==> src/rtl/mmcCmdPkg.sv <==
package mmcCmdPkg;
  localparam int REG_ADDR_W = 7;
  localparam int REG_DATA_W = 32;
  localparam int CMD_IDX_W  = 6;
  localparam int ARG_W      = 32;
  localparam int HALF_W     = 16;
  localparam int RSPTO_W    = 7;
  localparam int RDTO_W     = 16;

  localparam logic [REG_ADDR_W-1:0] OFF_CLKCTL  = 7'h00;
  localparam logic [REG_ADDR_W-1:0] OFF_STATUS  = 7'h04;
  localparam logic [REG_ADDR_W-1:0] OFF_CTRL    = 7'h10;
  localparam logic [REG_ADDR_W-1:0] OFF_RSPTO   = 7'h14;
  localparam logic [REG_ADDR_W-1:0] OFF_RDTO    = 7'h18;
  localparam logic [REG_ADDR_W-1:0] OFF_INTREQ  = 7'h2C;
  localparam logic [REG_ADDR_W-1:0] OFF_CMDIDX  = 7'h30;
  localparam logic [REG_ADDR_W-1:0] OFF_ARGHI   = 7'h34;
  localparam logic [REG_ADDR_W-1:0] OFF_ARGLO   = 7'h38;
  localparam logic [REG_ADDR_W-1:0] OFF_RSPFIFO = 7'h3C;

  localparam logic [REG_DATA_W-1:0] CTRL_MASK = 32'h0000_3DFF;
  localparam int CTRL_DATA_EN = 2;
  localparam int CTRL_WRITE   = 3;
  localparam int CTRL_STOP    = 10;
  localparam int CLK_STOP_BIT  = 0;
  localparam int CLK_START_BIT = 1;
  localparam int STAT_TOUT  = 1;
  localparam int STAT_CLKON = 8;
  localparam int STAT_RSPOK = 13;
  localparam int INT_ENDCMD = 2;
  localparam int CMD_READ_FLAG = 6;
  localparam int SHORT_RSP_BYTES = 4;

  typedef struct packed {
    logic loadRsp;
    logic clearRsp;
    logic popRsp;
  } rspStrobe_t;
endpackage

==> src/rtl/mmcRspFifo.sv <==
module mmcRspFifo
  import mmcCmdPkg::*;
#(
  parameter int ENTRIES = 9,
  parameter int ENTRY_W = 16,
  parameter int BYTES   = 16,
  parameter int LEN_W   = $clog2(BYTES + 1),
  parameter int PTR_W   = $clog2(ENTRIES + 1)
) (
  input  logic               clk,
  input  logic               rstN,
  input  rspStrobe_t         strobe,
  input  logic [1:0]         rspType,
  input  logic [LEN_W-1:0]   rspLen,
  input  logic [BYTES*8-1:0] rspData,
  output logic               rspOk,
  output logic [ENTRY_W-1:0] headWord
);
  localparam int BYTES_PER_ENTRY = ENTRY_W / 8;

  logic [ENTRY_W-1:0] entry   [ENTRIES];
  logic [ENTRY_W-1:0] loadVal [ENTRIES];
  logic [PTR_W-1:0]   rdPtr;

  // length check against the latched response type
  always_comb begin
    case (rspType)
      2'd0:    rspOk = 1'b1;
      2'd2:    rspOk = (rspLen >= LEN_W'(BYTES));
      default: rspOk = (rspLen >= LEN_W'(SHORT_RSP_BYTES));
    endcase
  end

  // byte packing: entry g, lane b takes card byte g*BYTES_PER_ENTRY+b
  for (genvar g = 0; g < ENTRIES; g++) begin : gEntry
    for (genvar b = 0; b < BYTES_PER_ENTRY; b++) begin : gLane
      localparam int IDX = g * BYTES_PER_ENTRY + b;
      if (IDX < BYTES) begin : gLive
        assign loadVal[g][b*8 +: 8] = (LEN_W'(IDX) < rspLen) ? rspData[IDX*8 +: 8] : 8'h00;
      end else begin : gDead
        assign loadVal[g][b*8 +: 8] = 8'h00;
      end
    end

    always_ff @(posedge clk) begin
      if (!rstN) begin
        entry[g] <= '0;
      end else if (strobe.loadRsp) begin
        entry[g] <= loadVal[g];
      end else if (strobe.clearRsp) begin
        entry[g] <= '0;
      end
    end
  end

  always_ff @(posedge clk) begin
    if (!rstN) begin
      rdPtr <= '0;
    end else if (strobe.loadRsp || strobe.clearRsp) begin
      rdPtr <= '0;
    end else if (strobe.popRsp && (rdPtr < PTR_W'(ENTRIES))) begin
      rdPtr <= rdPtr + 1'b1;
    end
  end

  assign headWord = (rdPtr < PTR_W'(ENTRIES)) ? entry[rdPtr] : '0;

  a_r10_ptr_bounded: assert property (@(posedge clk) disable iff (!rstN)
    rdPtr <= PTR_W'(ENTRIES));

  a_r10_load_rewinds: assert property (@(posedge clk) disable iff (!rstN)
    (strobe.loadRsp || strobe.clearRsp) |=> (rdPtr == '0));

  a_r10_exhausted_zero: assert property (@(posedge clk) disable iff (!rstN)
    (rdPtr == PTR_W'(ENTRIES)) |-> (headWord == '0));

  a_r9_clear_empties: assert property (@(posedge clk) disable iff (!rstN)
    strobe.clearRsp |=> (headWord == '0));
endmodule

==> src/rtl/mmcCmdCtrl.sv <==
module mmcCmdCtrl
  import mmcCmdPkg::*;
#(
  parameter int ENTRY_W = 16
) (
  input  logic                  clk,
  input  logic                  rstN,
  input  logic                  regWrEn,
  input  logic                  regRdEn,
  input  logic [REG_ADDR_W-1:0] regAddr,
  input  logic [REG_DATA_W-1:0] regWrData,
  output logic [REG_DATA_W-1:0] regRdData,
  input  logic                  rspOk,
  input  logic [ENTRY_W-1:0]    headWord,
  output rspStrobe_t            strobe,
  output logic [1:0]            rspType,
  output logic                  cardReq,
  output logic [CMD_IDX_W-1:0]  cardCmd,
  output logic [ARG_W-1:0]      cardArg,
  input  logic                  cardRspValid,
  output logic                  dataStart,
  output logic                  dataWrite
);
  logic [REG_DATA_W-1:0] ctrlReg, ctrlNext;
  logic [CMD_IDX_W-1:0]  cmdIdx;
  logic [ARG_W-1:0]      argReg;
  logic [RSPTO_W-1:0]    rspTo;
  logic [RDTO_W-1:0]     rdTo;
  logic clkEn, pending, busy;
  logic stTimeout, stRspOk, intEndCmd;
  logic lData, lWrite;
  logic wrClk, wrCtrl, startReq, stopReq, launch, complete, goodData;

  wire unusedWrBits = ^regWrData[REG_DATA_W-1:HALF_W];

  assign wrClk    = regWrEn && (regAddr == OFF_CLKCTL);
  assign wrCtrl   = regWrEn && (regAddr == OFF_CTRL);
  assign startReq = wrClk && regWrData[CLK_START_BIT];
  assign stopReq  = wrClk && regWrData[CLK_STOP_BIT];
  assign ctrlNext = wrCtrl ? (regWrData & CTRL_MASK) : ctrlReg;

  assign launch = !busy &&
    ((wrCtrl && clkEn && !regWrData[CTRL_STOP]) ||
     (startReq && !stopReq && pending && !ctrlReg[CTRL_STOP]));
  assign complete = busy && cardRspValid;
  assign goodData = complete && rspOk && lData;

  assign strobe.loadRsp  = complete && rspOk;
  assign strobe.clearRsp = complete && !rspOk;
  assign strobe.popRsp   = regRdEn && (regAddr == OFF_RSPFIFO);
  assign cardReq = busy;

  always_ff @(posedge clk) begin
    if (!rstN) begin
      ctrlReg <= '0; cmdIdx <= '0; argReg <= '0; rspTo <= '0; rdTo <= '0;
      clkEn <= 1'b0; pending <= 1'b0; busy <= 1'b0;
      stTimeout <= 1'b0; stRspOk <= 1'b0; intEndCmd <= 1'b0;
      cardCmd <= '0; cardArg <= '0; rspType <= '0; lData <= 1'b0; lWrite <= 1'b0;
      dataStart <= 1'b0; dataWrite <= 1'b0;
    end else begin
      if (wrCtrl) ctrlReg <= regWrData & CTRL_MASK;
      if (regWrEn && regAddr == OFF_CMDIDX) cmdIdx <= regWrData[CMD_IDX_W-1:0];
      if (regWrEn && regAddr == OFF_ARGHI)  argReg[ARG_W-1:HALF_W] <= regWrData[HALF_W-1:0];
      if (regWrEn && regAddr == OFF_ARGLO)  argReg[HALF_W-1:0] <= regWrData[HALF_W-1:0];
      if (regWrEn && regAddr == OFF_RSPTO)  rspTo <= regWrData[RSPTO_W-1:0];
      if (regWrEn && regAddr == OFF_RDTO)   rdTo <= regWrData[RDTO_W-1:0];

      if (startReq) clkEn <= 1'b1;
      if (stopReq)  clkEn <= 1'b0;

      if (launch)      pending <= 1'b0;
      else if (wrCtrl) pending <= 1'b1;

      if (launch) begin
        busy      <= 1'b1;
        cardCmd   <= cmdIdx;
        cardArg   <= argReg;
        rspType   <= ctrlNext[1:0];
        lData     <= ctrlNext[CTRL_DATA_EN];
        lWrite    <= ctrlNext[CTRL_WRITE];
        stTimeout <= 1'b0;
        stRspOk   <= 1'b0;
      end else if (complete) begin
        busy      <= 1'b0;
        stTimeout <= !rspOk;
        stRspOk   <= rspOk;
        intEndCmd <= 1'b1;
      end

      dataStart <= goodData;
      if (goodData) dataWrite <= lWrite;
    end
  end

  always_comb begin
    regRdData = '0;
    case (regAddr)
      OFF_STATUS: begin
        regRdData[STAT_TOUT]  = stTimeout;
        regRdData[STAT_CLKON] = clkEn;
        regRdData[STAT_RSPOK] = stRspOk;
      end
      OFF_CTRL:    regRdData = ctrlReg;
      OFF_RSPTO:   regRdData = REG_DATA_W'(rspTo);
      OFF_RDTO:    regRdData = REG_DATA_W'(rdTo);
      OFF_INTREQ:  regRdData[INT_ENDCMD] = intEndCmd;
      OFF_CMDIDX: begin
        regRdData = REG_DATA_W'(cmdIdx);
        regRdData[CMD_READ_FLAG] = 1'b1;
      end
      OFF_ARGHI:   regRdData = REG_DATA_W'(argReg[ARG_W-1:HALF_W]);
      OFF_ARGLO:   regRdData = REG_DATA_W'(argReg[HALF_W-1:0]);
      OFF_RSPFIFO: regRdData = REG_DATA_W'(headWord);
      default:     regRdData = '0;
    endcase
  end

  a_r4_req_held: assert property (@(posedge clk) disable iff (!rstN)
    (cardReq && !cardRspValid) |=> cardReq);

  a_r6_cmd_stable: assert property (@(posedge clk) disable iff (!rstN)
    (cardReq && !cardRspValid) |=> ($stable(cardCmd) && $stable(cardArg)));

  a_r7_flags_exclusive: assert property (@(posedge clk) disable iff (!rstN)
    !(stTimeout && stRspOk));

  a_r8_endcmd_set: assert property (@(posedge clk) disable iff (!rstN)
    (cardReq && cardRspValid) |=> intEndCmd);

  a_r11_single_pulse: assert property (@(posedge clk) disable iff (!rstN)
    dataStart |=> !dataStart);

  a_r2_stop_wins: assert property (@(posedge clk) disable iff (!rstN)
    stopReq |=> !clkEn);
endmodule

==> src/rtl/mmcCmdPath.sv <==
module mmcCmdPath
  import mmcCmdPkg::*;
#(
  parameter int RSP_ENTRIES = 9,
  parameter int ENTRY_W     = 16,
  parameter int RSP_BYTES   = 16,
  localparam int LEN_W      = $clog2(RSP_BYTES + 1)
) (
  input  logic                  clk,
  input  logic                  rstN,
  input  logic                  regWrEn,
  input  logic                  regRdEn,
  input  logic [REG_ADDR_W-1:0] regAddr,
  input  logic [REG_DATA_W-1:0] regWrData,
  output logic [REG_DATA_W-1:0] regRdData,
  output logic                  cardReq,
  output logic [CMD_IDX_W-1:0]  cardCmd,
  output logic [ARG_W-1:0]      cardArg,
  input  logic                  cardRspValid,
  input  logic [LEN_W-1:0]      cardRspLen,
  input  logic [RSP_BYTES*8-1:0] cardRspData,
  output logic                  dataStart,
  output logic                  dataWrite
);
  rspStrobe_t         strobe;
  logic [1:0]         rspType;
  logic               rspOk;
  logic [ENTRY_W-1:0] headWord;

  mmcCmdCtrl #(.ENTRY_W(ENTRY_W)) uCtrl (
    .clk(clk), .rstN(rstN), .regWrEn(regWrEn), .regRdEn(regRdEn),
    .regAddr(regAddr), .regWrData(regWrData), .regRdData(regRdData),
    .rspOk(rspOk), .headWord(headWord), .strobe(strobe), .rspType(rspType),
    .cardReq(cardReq), .cardCmd(cardCmd), .cardArg(cardArg),
    .cardRspValid(cardRspValid), .dataStart(dataStart), .dataWrite(dataWrite)
  );

  mmcRspFifo #(
    .ENTRIES(RSP_ENTRIES), .ENTRY_W(ENTRY_W), .BYTES(RSP_BYTES), .LEN_W(LEN_W)
  ) uFifo (
    .clk(clk), .rstN(rstN), .strobe(strobe), .rspType(rspType),
    .rspLen(cardRspLen), .rspData(cardRspData), .rspOk(rspOk), .headWord(headWord)
  );
endmodule

==> config.mk <==
export PLATFORM = sky130hd
export DESIGN_NAME = mmcCmdPath
export DESIGN_NICKNAME = d
export VERILOG_FILES = /design/src/rtl/mmcCmdPkg.sv /design/src/rtl/mmcRspFifo.sv /design/src/rtl/mmcCmdCtrl.sv /design/src/rtl/mmcCmdPath.sv
export SDC_FILE = /design/constraint.sdc
export NUM_CORES = 1
export LEC_CHECK = 0
export BUFFER_PORTS_ARGS = -buffer_cell sky130_fd_sc_hd__buf_2
export CAP_MARGIN = 10
export CORE_MARGIN = 1.5
export CORE_UTILIZATION = 50
export CTS_CLUSTER_DIAMETER = 80
export DETAILED_ROUTE_END_ITERATION = 16
export PLACE_DENSITY_LB_ADDON = 0.08
export SLEW_MARGIN = 0
export SYNTH_ARGS = -nofsm -noshare
export SYNTH_HDL_FRONTEND = slang
export SYNTH_HIERARCHICAL = 1
export SYNTH_SLANG_ARGS = --single-unit
export TNS_END_PERCENT = 5
==> constraint.sdc <==
create_clock -name clk -period 4.89 [get_ports clk]
set_input_delay 0 -clock clk [delete_from_list [all_inputs] [get_ports clk]]
set_output_delay 0 -clock clk [all_outputs]
set_load 0.005 [all_outputs]
==> impl_metrics.csv, run 1 <==
group,metric,value,unit
floorplanning,core,0.0234,mm2
critical_path,cp-end-kind,"output port",
yosys,synth_top_family_by_area,"simple AND/OR/NAND/NOR gates",
critical_path,rrSetupSlack,2.04,ns
sta,fmax,0.305,GHz
yosys,yosys-top-cells-count,"nand2_1, dfxtp_1, edfxtp_1, and2_1, a21oi_1",
finish,syn2layout_area_growth,30.6,%
global_routing,grt_pass1_wl,50200,um
min_path,min_from,"cardRspLen[4]",
placed_design,gp_congestion,0.816,
placed_design,post-place-cells,1585,
routing,wl,32800,um
critical_path,worstPathRequired,4.89,ns
cts,worstSkewPairLatency,0.53,ns
critical_path,reg2reg_from,"uCtrl/rspType[0]$_SDFFE_PN0P_",
sta,setup_viol,0,
yosys,yosys.area_share.adder,0.210,%
critical_path,worstPathArrival,3.28,ns
yosys,async_flop_share,0,%
routing,viasPerCell,5.25,
floorplanning,die_h,157,um
floorplanning,core.rowCount,56,
finish,fillerInstances,1890,
routing,drt_iter0_markers,757,
yosys,yosysUniqueCellTypes,60,
sta,rsz0062_at_grt,"false",
global_routing,antenna_found_initial,0,
critical_path,critical_path_class,"reg2out",
outcome,status,"complete, no violations",
yosys,yosys.area.top_type,"edfxtp_1",
sta,finalSetupTns,0,ns
critical_path,rr_endpoint,"uFifo/entry[4][2]$_SDFFCE_PP0P_",
power_and_ir_drop,power_density,309,mW/mm2
placed_design,port_buffers,217,
routing,firstDrtPassIters,5,
yosys,yosysMostFrequentCell,"nand2_1",
yosys,synth.area.top_cells,"edfxtp_1, dfxtp_1, nand2_1",
routing,postRouteAntennaNets,0,
yosys,synthesis.instances,1106,
yosys,synthMuxAreaShare,12.7,%
sta,period_share,67.1,%
floorplanning,io_pins,250,
cts,cts_tree,"yes",
global_routing,grt_overflow,0,
cts,cts_root_buffer,"clkbuf_16",
placed_design,hpwlAfterDp,21100,um
global_routing,grt_pass1_vias,9103,
min_path,whs_endpoint,"uFifo/entry[7][15]$_SDFFCE_PP0P_",
finish,ff_latch_area,0.00649,mm2
power_and_ir_drop,p_leak,6.06,nW
global_routing,track_usage,26.4,%
finish,multiInputGateArea,0.00486,mm2
yosys,synth_area,0.0119,mm2
global_routing,grt_max_degree,82,
sta,skew,0.0117,ns
floorplanning,start_util,50.9,%
min_path,worstHoldPathType,"in2reg",
cts,cts_made_buffers,27,
yosys,synth-simple-area-share,18.7,%
cts,ctsHtreeMaxLevel,1,
critical_path,startpoint_type,"flop",
routing,wl_per_cell,18.3,um
cts,clk_pin_slew_worst_paths,0.06,ns
floorplanning,die_w,157,um
yosys,synth-edff-count,128,
sta,finalCriticalPeriod,3.28,ns
yosys,ys_warn_count,6,
yosys,ys_seq_area_share,54.4,%
sta,finalHoldViolCount,0,
finish,stdcell_count,1787,
yosys,ys_seq_elements,260,
min_path,holdPathStages,2,
cts,clock_path_buffers,3,
finish,post-route-util,66.5,%
yosys,synth_top_cell_area_share,32.3,%
sta,tightest_slew,1.07,ns
finish,antennaDiodeCount,0,
routing,vias,9388,
power_and_ir_drop,ir_drop,230,uV
yosys,yosys.area_share.xor_xnor,0.0735,%
critical_path,r2r_cells,7,
sta,relSlewSlack,28.8,%
critical_path,path_max_fanout,23,
run,maxCapViolCount,0,
yosys,synth_ff_type,"dfxtp_1",
sta,slew_viol_final,0,
cts,cts_sinks,260,
routing,drc,0,
yosys,syn-mean-instance-area,10.8,um2
finish,nNetsFinal,1627,
finish,layout-drive-gt1-share,21.8,%
yosys,synth_compound_area_share,8.38,%
floorplanning,die-area,0.0248,mm2
cts,postCtsSetupRepairBufs,0,
## layout make-up
cell class | instances | share of cell area (%)
Tap cell | 319 | 2.57
Clock inverter | 19 | 1.56
Sequential cell | 260 | 41.7
Timing Repair Buffer | 383 | 17.5
Clock buffer | 30 | 4.42
Multi-Input combinational cell | 735 | 31.2
Inverter | 41 | 0.989
## critical path: stages, from the launching register on
cell and delay, ns:
dfxtp_2 0.82, buf_4 0.31, mux4_1 0.57, inv_1 0.12, o22ai_1 0.11, mux2i_1 0.22, nor4_1 0.07, a31oi_1 0.23
o31ai_1 0.13, buf_2 0.16
## cells by family (layout without fill, tap and decap cells)
| logic type | Yosys count | after routing |
|---|---|---|
| AOI/OAI and AO/OA | 164 | 164 |
| muxes | 104 | 104 |
| xor gates and xnor gates | 1 | 1 |
| buffers and inverters | 126 | 473 |
| other | 1 | 16 |
| adders and majority gates | 2 | 2 |
| DFF | 260 | 260 |
| and+or+nand+nor | 448 | 448 |
## per-stage QoR
step | cell area, um2 | worst slack [ns] | hold slack, ns | total power, W
3_3_place_gp | 13100 | 2.10 | 0.259 | 0.00259
3_5_place_dp | 13100 | 2.10 | 0.276 | 0.00260
5_1_grt | 15600 | 1.38 | 0.0215 | 0.00496
4_1_cts | 15600 | 1.57 | 0.00574 | 0.00484
2_1_floorplan | 12000 | 1.65 | 0.136 | 0.00249
6_report | 15600 | 1.61 | 0.0365 | 0.00481
## repair_timing
action	4_1_cts	5_1_grt
hold endpoints to repair	213	0
hold buffers	153	0
gates resized for setup	0	0
## registers in the layout, indices dropped and copies added (netlist names), named ones only
name / flops
uCtrl/lWrite: 1
uCtrl/ctrlReg: 13
uCtrl/cardCmd: 6
uCtrl/cmdIdx: 6
uCtrl/dataWrite: 1
uCtrl/rspType: 2
uCtrl/stTimeout: 1
uCtrl/rdTo: 16
uCtrl/stRspOk: 1
uFifo/rdPtr: 4
uCtrl/cardReq: 1
uCtrl/lData: 1
uCtrl/clkEn: 1
uFifo/entry: 128
uCtrl/pending: 1
uCtrl/intEndCmd: 1
uCtrl/dataStart: 1
uCtrl/cardArg: 32
uCtrl/argReg: 32
uCtrl/rspTo: 7
## power by group
group	total (W)	leakage (nW)	switching [W]	internal [W]
clock	0.00217	0.443	0.000845	0.00132
combinational	0.000319	3.23	0.000159	0.000160
sequential	0.00233	2.38	0.0000106	0.00232
total	0.00481	6.06	0.00101	0.00380
## how the worst max path moves through the flow
stage | slack [ns] | endpoint | from | cells after the start
after CTS | 1.57 | regRdData[5] | flop | 7
final | 1.61 | regRdData[8] | flop | 9
after global placement | 2.10 | uCtrl/cardArg[30]$_SDFFE_PN0P_ | regAddr[3] | 6
after global routing | 1.38 | regRdData[8] | flop | 9
after floorplan | 1.65 | flop | uCtrl/rspType[0]$_SDFFE_PN0P_ | 7
after detailed placement | 2.10 | uFifo/entry[4][0]$_SDFFCE_PP0P_ | uCtrl/rspType[0]$_SDFFE_PN0P_ | 7
## cells in the final DEF, fill, tap and decap left out, types with 22 or more instances in the layout
cell,netlist,routed
a21oi_1,90,90
and2_1,115,115
buf_2,15,217
clkbuf_16,0,27
dfxtp_1,132,131
dlygate4sd3_1,0,153
edfxtp_1,128,128
inv_1,41,40
mux2i_1,64,64
nand2_1,210,210
nand3_1,22,22
nor2_1,35,35
## routing by layer
metal	GRT usage, %	vias to the layer above	wire, um
met5	0	-	0
met4	5.84	0	486
met3	3.55	33	2090
met2	44.6	369	15900
met1	36.3	4441	14300
li1	-	4545	-
No activity file was read; power rests on OpenSTA's default activity.
==> run 2: changes to the inputs <==
Clock period 4.89 ns to 3.2 ns, I/O delays scaled along.
==> run 2 against run 1 <==
Wire length is 0.13% lower. Hold slack worse by 0.014 ns. Critical endpoint is now regRdData[3]. Cell count is 0.62% higher.
==> impl_metrics.csv, run 2 (synthesized netlist as in run 1, its figures left out) <==
group,metric,value,unit
critical_path,reg2reg_from,"uCtrl/rspType[0]$_SDFFE_PN0P_",
sta,finalHoldViolCount,0,
sta,relSlewSlack,45.3,%
routing,viasPerCell,5.31,
min_path,whs_endpoint,"uFifo/entry[7][11]$_SDFFCE_PP0P_",
cts,cts_made_buffers,27,
global_routing,antenna_found_initial,0,
cts,clk_pin_slew_worst_paths,0.06,ns
cts,cts_root_buffer,"clkbuf_16",
critical_path,max_stage_delay,0.58,ns
critical_path,worstPathArrival,2.97,ns
routing,wl_per_cell,18.2,um
sta,fmax,0.336,GHz
critical_path,crit_chain,"buf_12 -> mux4_1 -> inv_1 -> o22ai_1 -> mux4_2 -> mux2i_1 -> nor2_1 -> buf_2",
critical_path,rrSetupSlack,0.68,ns
critical_path,critical_path_class,"reg2out",
critical_path,cp-end-kind,"output port",
global_routing,grt_overflow,0,
floorplanning,core,0.0234,mm2
placed_design,port_buffers,217,
finish,final_cell_mix,"buf_2, nand2_1, dlygate4sd3_1",
critical_path,crit_slowest_cell,"dfxtp_2",
sta,finalCriticalPeriod,2.97,ns
run,maxCapViolCount,0,
finish,final_common_cell,"buf_2",
global_routing,grt_max_degree,78,
critical_path,path_max_fanout,14,
floorplanning,core.rowCount,56,
finish,nNetsFinal,1640,
sta,finalSetupTns,0,ns
sta,setup_viol,0,
min_path,worstHoldPathType,"in2reg",
cts,worstSkewPairLatency,0.53,ns
critical_path,worstPathRequired,3.20,ns
global_routing,grt_pass1_wl,50500,um
critical_path,r2r_cells,7,
global_routing,track_usage,26.6,%
floorplanning,start_util,50.9,%
floorplanning,io_pins,250,
floorplanning,die_w,157,um
routing,firstDrtPassIters,6,
min_path,min_from,"cardRspLen[4]",
floorplanning,die_h,157,um
routing,drt_iter0_markers,871,
finish,syn2layout_area_growth,30.9,%
critical_path,rr_endpoint,"uFifo/entry[4][1]$_SDFFCE_PP0P_",
finish,largest_registers,"uFifo/entry (128), uCtrl/argReg (32), uCtrl/cardArg (32)",
sta,setup_ws,0.227,ns
global_routing,grt_pass1_vias,9237,
routing,wl,32700,um
finish,regMostFlops,"uFifo/entry",
min_path,holdPathStages,2,
power_and_ir_drop,p_leak,6.08,nW
power_and_ir_drop,power_density,449,mW/mm2
sta,rsz0062_at_grt,"false",
placed_design,pre_cts_slack,0.684,ns
floorplanning,die-area,0.0248,mm2
sta,slew_viol_final,0,
cts,cts_tree,"yes",
finish,layout-drive-gt1-share,22.2,%
finish,largest_register_ff_count,128,
cts,ctsHtreeMaxLevel,1,
routing,postRouteAntennaNets,0,
sta,tightest_slew,0.817,ns
cts,cts_sinks,260,
finish,antennaDiodeCount,0,
sta,skew,0.00943,ns
placed_design,gp_congestion,0.847,
routing,drc,0,
cts,clock_path_buffers,3,
power_and_ir_drop,ir_drop,445,uV
critical_path,startpoint_type,"flop",
placed_design,hpwlAfterDp,21300,um
routing,vias,9552,
sta,period_share,92.9,%
outcome,status,"complete, no violations",
## run 2: cell count changes in the layout (fill, tap and decap cells not counted), moves of 2 or more
cell,before,now
clkbuf_1,3,5
bufinv_16,6,2
buf_4,12,20
buf_12,1,5
## run 2: critical path: cells and delay by family, from the launching register on
family | cells | cell delay, ns
flip-flops | 1 | 0.58
multiplexers | 3 | 1.23
buffers and inverters | 3 | 0.44
AND/OR/NAND/NOR | 1 | 0.06
AO/OA/AOI/OAI | 1 | 0.12
## run 2: final cells by class
type | count | area [um2]
Sequential cell | 260 | 6490
Multi-Input combinational cell | 735 | 4860
Fill cell | 1862 | 7810
Timing Repair Buffer | 396 | 2880
Clock buffer | 32 | 694
Clock inverter | 15 | 125
Inverter | 41 | 154
Tap cell | 319 | 399
## run 2: how the worst max path moves through the flow
stage	slack, ns	end	cells past startpoint
global placement	0.70	uFifo/entry[6][7]$_SDFFCE_PP0P_	8
CTS	0.16	regRdData[3]	8
floorplan	0.67	flop	7
finish	0.23	regRdData[3]	8
global route	0.06	regRdData[8]	11
detailed placement	0.68	uFifo/entry[4][2]$_SDFFCE_PP0P_	7
## run 2: what timing repair did
action / CTS / global route
resized for setup: 0 / 0
hold buffers: 154 / 0
endpoints found under the hold margin: 211 / 0
buffers inserted: 0 / 0
## run 2: through the flow
stage                     power (W)  hold WS (ns)  instances  area, um2  utilization (%)
after floorplan             0.00380         0.136       1121      12000                -
after global routing        0.00725        0.0248       1798      15600             66.6
after CTS                   0.00706      0.000437       1798      15600             66.6
after detailed placement    0.00397         0.277       1597      13200             56.6
final                       0.00700        0.0222       1798      15600             66.6
after global placement      0.00397         0.267       1597      13200             56.6
## run 2: per-layer routing
layer | share of wire [%] | global-route usage [%]
met1 | 42 | 35.5
met4 | 2.5 | 7.95
met3 | 7.4 | 4.60
met2 | 48 | 44.5
met5 | 0 | 0
## run 2: power breakdown
| part | switching [W] | internal (W) | leakage, nW |
|---|---|---|---|
| sequential | 0.0000165 | 0.00354 | 2.38 |
| combinational | 0.000244 | 0.000252 | 3.31 |
| clock | 0.00125 | 0.00170 | 0.395 |
| total | 0.00151 | 0.00549 | 6.08 |
